`config.mk`:
```
export PLATFORM = sky130hd
export DESIGN_NAME = enc_level_decoder
export DESIGN_NICKNAME = d
export VERILOG_FILES = /design/src/rtl/enc_lvl_pkg.sv /design/src/rtl/enc_lvl_decode.sv /design/src/rtl/enc_lvl_cell.sv /design/src/rtl/enc_level_decoder.sv
export SDC_FILE = /design/constraint.sdc
export NUM_CORES = 1
export LEC_CHECK = 0
export ABC_AREA = 1
export BUFFER_PORTS_ARGS = -buffer_cell sky130_fd_sc_hd__buf_2
export CAP_MARGIN = 10
export CORE_MARGIN = 4
export CORE_UTILIZATION = 54
export CTS_BUF_LIST = sky130_fd_sc_hd__clkbuf_4
export DETAILED_ROUTE_END_ITERATION = 6
export PLACE_DENSITY = 0.86
export RECOVER_POWER = 50
export SYNTH_ARGS = -nofsm -noshare
export SYNTH_HDL_FRONTEND = slang
export SYNTH_HIERARCHICAL = 1
export SYNTH_SLANG_ARGS = --single-unit
```
`constraint.sdc`:
```
create_clock -name clk -period 1.9 [get_ports clk]
set_clock_uncertainty 0.15 [all_clocks]
set_input_delay 0 -clock clk [delete_from_list [all_inputs] [get_ports clk]]
set_output_delay 0 -clock clk [all_outputs]
set_load 0.05 [all_outputs]
```
`src/rtl/enc_lvl_pkg.sv`:
```
package enc_lvl_pkg;
  // Number of chain positions reachable from a level code of the given width.
  // The all-ones index is reserved as "no position".
  function automatic int src_count(input int level_w);
    return (1 << level_w) - 1;
  endfunction
endpackage

```
`src/rtl/enc_lvl_decode.sv`:
```
module enc_lvl_decode #(
  parameter int LEVEL_W = 4,
  parameter int NUM_SRC = enc_lvl_pkg::src_count(LEVEL_W)
) (
  input  logic [LEVEL_W-1:0] level_i,
  output logic [NUM_SRC-1:0] sel_o,
  output logic               sel_none_o
);
  // Chain position is the complement of the level code.
  function automatic logic [LEVEL_W-1:0] chain_index(input logic [LEVEL_W-1:0] lvl);
    return lvl ^ {LEVEL_W{1'b1}};
  endfunction

  logic [LEVEL_W-1:0] idx;
  assign idx = chain_index(level_i);

  for (genvar i = 0; i < NUM_SRC; i++) begin : g_sel
    assign sel_o[i] = (idx == LEVEL_W'(i));
  end

  // Index equal to NUM_SRC (all ones) lies past the chain: code 0.
  assign sel_none_o = (idx == LEVEL_W'(NUM_SRC));
endmodule

```
`src/rtl/enc_lvl_cell.sv`:
```
module enc_lvl_cell (
  input  logic clk,
  input  logic rst_n,
  input  logic sel_i,
  output logic assert_o,
  output logic force_en_o
);
  logic assert_q;
  logic en_q;

  always_ff @(posedge clk or negedge rst_n) begin
    if (!rst_n) begin
      assert_q <= 1'b0;
      en_q     <= 1'b0;
    end else begin
      assert_q <= sel_i;
      en_q     <= en_q | sel_i;
    end
  end

  assign assert_o   = assert_q;
  assign force_en_o = en_q;


  sel_raises_chk: assert property (@(posedge clk) disable iff (!rst_n)
    sel_i |=> assert_o);


  unsel_drops_chk: assert property (@(posedge clk) disable iff (!rst_n)
    !sel_i |=> !assert_o);


  enable_sticky_chk: assert property (@(posedge clk) disable iff (!rst_n)
    force_en_o |=> force_en_o);


  assert_has_enable_chk: assert property (@(posedge clk) disable iff (!rst_n)
    assert_o |-> force_en_o);
endmodule

```
`src/rtl/enc_level_decoder.sv`:
```
module enc_level_decoder #(
  parameter int LEVEL_W = 4
) (
  input  logic                                        clk,
  input  logic                                        rst_n,
  input  logic [LEVEL_W-1:0]                          level_i,
  output logic [enc_lvl_pkg::src_count(LEVEL_W)-1:0] src_assert_o,
  output logic [enc_lvl_pkg::src_count(LEVEL_W)-1:0] src_force_en_o
);
  localparam int NUM_SRC = enc_lvl_pkg::src_count(LEVEL_W);

  logic [NUM_SRC-1:0] sel;
  logic               sel_none;

  enc_lvl_decode #(.LEVEL_W(LEVEL_W), .NUM_SRC(NUM_SRC)) decode_i (
    .level_i   (level_i),
    .sel_o     (sel),
    .sel_none_o(sel_none)
  );

  for (genvar i = 0; i < NUM_SRC; i++) begin : g_cell
    enc_lvl_cell cell_i (
      .clk       (clk),
      .rst_n     (rst_n),
      .sel_i     (sel[i]),
      .assert_o  (src_assert_o[i]),
      .force_en_o(src_force_en_o[i])
    );
  end


  single_request_chk: assert property (@(posedge clk) disable iff (!rst_n)
    $onehot0(src_assert_o));


  level_zero_idle_chk: assert property (@(posedge clk) disable iff (!rst_n)
    sel_none |=> (src_assert_o == '0));


  zero_keeps_enable_chk: assert property (@(posedge clk) disable iff (!rst_n)
    sel_none |=> $stable(src_force_en_o));


  steady_level_chk: assert property (@(posedge clk) disable iff (!rst_n)
    ($stable(level_i) && $past(rst_n)) |=> $stable(src_assert_o));
endmodule

```
Word level (Yosys, flattened, before mapping) --
Index checks and enable logic that the tools add are counted.
Word-level totals: output and inout bits 30, word-level logic and storage cells 61, flip-flop bits (word level) 30, input bits 6
Cells by class: eq/ne operators 14, reduce and logical (&&, ||, !) cells 1, bitwise logic cells 16
Operators by type and width (count):
- 4-bit == test, second input constant | 7
- 4-bit by 3-bit == test with 1-bit output, second input constant | 4
- 1-bit bitwise OR | 15
- 4-bit by 2-bit == test with 1-bit output, second input constant | 2
- 4-bit by 1-bit == test with 1-bit output, second input constant | 1
- 4-bit logical NOT | 1
- 4-bit NOT | 1

Depth between registers and ports, before layout --
word-level depth 3, gate-level depth with buffers 5

Cells and area by module --
The synthesis kept the hierarchy.
Modules (own cells, without submodules):
- enc_lvl_cell | area an instance 61.3 um2, instances 15, cells an instance 5
- enc_lvl_decode | area an instance 105.1 um2, instances 1, cells an instance 28

Worst setup path before layout --
Ideal clock, no wire load.
path type register to register, from register g_cell[0].cell_i.en_q, to register g_cell[0].cell_i.en_q, arrival 0.742 ns, setup slack 0.942 ns, clock period less this slack 0.958 ns, cell stages (with the launch flop) 3, cells stage by stage dfrtp_1 -> inv_1 -> nand2_1
Between the ends: cells in the longest elaborated chain, start to end 1
Ends and longest elaborated chain:
- start, declared | RTL line enc_lvl_cell.sv:9 | logic en_q;
- start signal, assigned | RTL line enc_lvl_cell.sv:17 | en_q <= en_q | sel_i;
- 1-bit bitwise OR | RTL line enc_lvl_cell.sv:17
Every way passes these cells.

Worst setup path in the final report --
from input port level_i[3], to register g_cell[3].cell_i.en_q
Between the ends: cells in the longest elaborated chain, start to end 3
Ends and longest elaborated chain:
- start, declared | RTL line enc_level_decoder.sv:6 | input logic [LEVEL_W-1:0] level_i,
- 4-bit NOT (no line)
- 4-bit by 2-bit == test with 1-bit output | RTL line enc_lvl_decode.sv:18 | assign sel_o[i] = (idx == LEVEL_W'(i));
- net sel[3] | RTL line enc_level_decoder.sv:12 | logic [NUM_SRC-1:0] sel;
- 1-bit bitwise OR | RTL line enc_lvl_cell.sv:17
- end signal, assigned | RTL line enc_lvl_cell.sv:17
- end, declared | RTL line enc_lvl_cell.sv:9
The timed path passes the listed nets, and every way through them passes these cells.

==> flow_summary.json <==
{
  "ctsResizeCount": 0,
  "max_freq_mhz": 626,
  "grt_antenna_before_repair": 0,
  "port_buffers": 35,
  "clock_path_buffers": 2,
  "slew_viol_final": 0,
  "nNetsFinal": 158,
  "worstPathArrival_ns": 1.71,
  "seqPwrFrac": 0.595,
  "grt_max_degree": 31,
  "die_y_microns": 51.5,
  "final.setup.tns_ns": 0,
  "gp_congestion": 0.762,
  "cts_buffers": 5,
  "grt_use_total": 0.172,
  "maxCapViolCount": 0,
  "power.leakage_nw": 0.761,
  "r2r-end": "g_cell[3].cell_i/force_en_o$_DFF_PN0_",
  "status": "finished clean",
  "ff2ff_path_depth": 2,
  "path_cells": "dlygate4sd3_1, clkbuf_1, nand2_1, dlygate4sd3_1, nor2_1, inv_1, nand2_1",
  "wl_per_cell_microns": 10.7,
  "p_clk_frac": 0.321,
  "p_sw_w": 0.000266,
  "critPathMaxStageDelay_ns": 0.62,
  "syn_area_sq_mm": 0.00102,
  "die_area_sq_mm": 0.00265,
  "post_cts_buffers": 0,
  "slowest_stage": "dlygate4sd3_1",
  "period_share": 0.840,
  "utilization": 0.769,
  "coreArea_sq_mm": 0.00176,
  "hp-class": "primary input to asynchronous set/reset pin",
  "routed_wl_microns": 1910,
  "setup_viol": 0,
  "p_int_w": 0.000822,
  "required_ns": 2.01,
  "first_pass_iters": 4,
  "final_cell_area_sq_mm": 0.00136,
  "syn_to_final_growth_pct": 32.8,
  "rsz0062_at_grt": "false",
  "grt_pass1_vias": 769,
  "syn-num-nets": 108,
  "drtIter0Drc": 4,
  "p_sw_frac": 0.244,
  "synth.avg_cell_area_sq_um": 10.0,
  "die_w_microns": 51.5,
  "pwr_density_cell_mw_per_mm2": 802,
  "path_clk_slew_ns": 0.09,
  "viasPerCell": 4.22,
  "drc": 0,
  "peakVddDrop_mv": 0.494,
  "grt_pass1_wl_microns": 3200,
  "final_hold_viol_count": 0,
  "start_util": 0.579,
  "ant_nets": 0,
  "path_delay_family": "buffers and inverters",
  "p_comb_frac": 0.083,
  "cp-start-kind": "primary input",
  "rows": 15,
  "clock-sinks": 30,
  "clock_latency_ns": 0.32,
  "dp_hpwl_microns": 1370,
  "cp-end-kind": "flop",
  "drive_above_1_share": 0.248,
  "r2r_start": "g_cell[3].cell_i/force_en_o$_DFF_PN0_",
  "vias": 751,
  "tightestPinTransition_ns": 0.676,
  "io_pins": 36,
  "cts_tree": "built",
  "period_minus_slack_ns": 1.60,
  "relSlewSlack": 0.549,
  "r2r_slack_ns": 1.14,
  "overflow": 0,
  "dpl_cell_area_sq_mm": 0.00123,
  "critPathBufInv": 4,
  "crit_type": "primary input to flop",
  "antenna_cells": 0,
  "h-tree-depth": 2,
  "postSynthCellCount": 102,
  "yosysWarnings": 6,
  "crit_path_max_fanout": 3,
  "cts-root-buf": "clkbuf_4"
}
worst register-to-register path: stages (launching register included):
cell and delay [ns]:
dfrtp_1 0.39, inv_1 0.06, nand2_1 0.06
worst max-delay path by stage:
stage                                                startpoint                                endpoint  slack [ns]  depth (start not counted)
after detailed placement                             level_i[1]  g_cell[14].cell_i/force_en_o$_DFF_PN0_        1.11                          6
final                                                level_i[3]   g_cell[3].cell_i/force_en_o$_DFF_PN0_        0.30                          7
after global routing                                 level_i[3]   g_cell[3].cell_i/force_en_o$_DFF_PN0_        0.19                          7
after CTS                                            level_i[0]   g_cell[3].cell_i/force_en_o$_DFF_PN0_        0.38                          8
after floorplan           g_cell[0].cell_i/force_en_o$_DFF_PN0_   g_cell[0].cell_i/force_en_o$_DFF_PN0_        0.94                          2
after global placement                               level_i[1]  g_cell[14].cell_i/force_en_o$_DFF_PN0_        1.14                          6
placed cells by master (no fill, tap or decap):
master / n
clkinv_1: 1
inv_1: 34
clkbuf_1: 4
clkbuf_2: 1
dlygate4sd3_1: 8
clkbuf_4: 6
nor2_1: 15
buf_2: 30
nand2_1: 23
clkinv_2: 1
dfrtp_1: 30
sequential cells by signal, summed over array words and instances (netlist names):
register                  count
g_cell.cell_i/assert_o       15
g_cell.cell_i/force_en_o     15
power by group through the flow:
| stage | registers (W) | clock network, W | logic (W) |
|---|---|---|---|
| 4_1_cts | 0.000648 | 0.000362 | 0.0000922 |
| 5_1_grt | 0.000649 | 0.000397 | 0.0000995 |
| 3_5_place_dp | 0.000660 | 0 | 0.0000801 |
| 6_report | 0.000648 | 0.000350 | 0.0000907 |
| 3_3_place_gp | 0.000660 | 0 | 0.0000785 |
| 2_1_floorplan | 0.000691 | 0 | 0.0000181 |
timing repair:
action,CTS,global route
hold buffers,8,0
endpoints found under the setup margin,0,0
hold endpoints to repair,60,0
stage by stage:
step	hold WS [ns]	worst slack [ns]	total power, W	instances
floorplan	-0.446	0.942	0.000709	102
global placement	-0.111	1.14	0.000739	162
detailed placement	-0.0986	1.11	0.000740	162
CTS	0.0780	0.382	0.00110	178
global route	0.147	0.189	0.00115	178
finish	0.0869	0.304	0.00109	178
cell type report:
type	count	area (sq um)
flip-flops and latches	30	751
fillers	137	408
repair buffers	43	250
multi-input cells	38	143
inverters	34	128
clock buffers	6	45.0
well taps	25	31.3
clock inverters	2	8.76
metal layers:
layer | vias up | wire (microns) | track usage
met1 | 343 | 784 | 0.179
met2 | 27 | 941 | 0.297
met4 | 0 | 53 | 0.105
li1 | 374 | - | -
met3 | 7 | 133 | 0.0554
met5 | - | 0 | 0
Power figures use the tool's default switching activity.
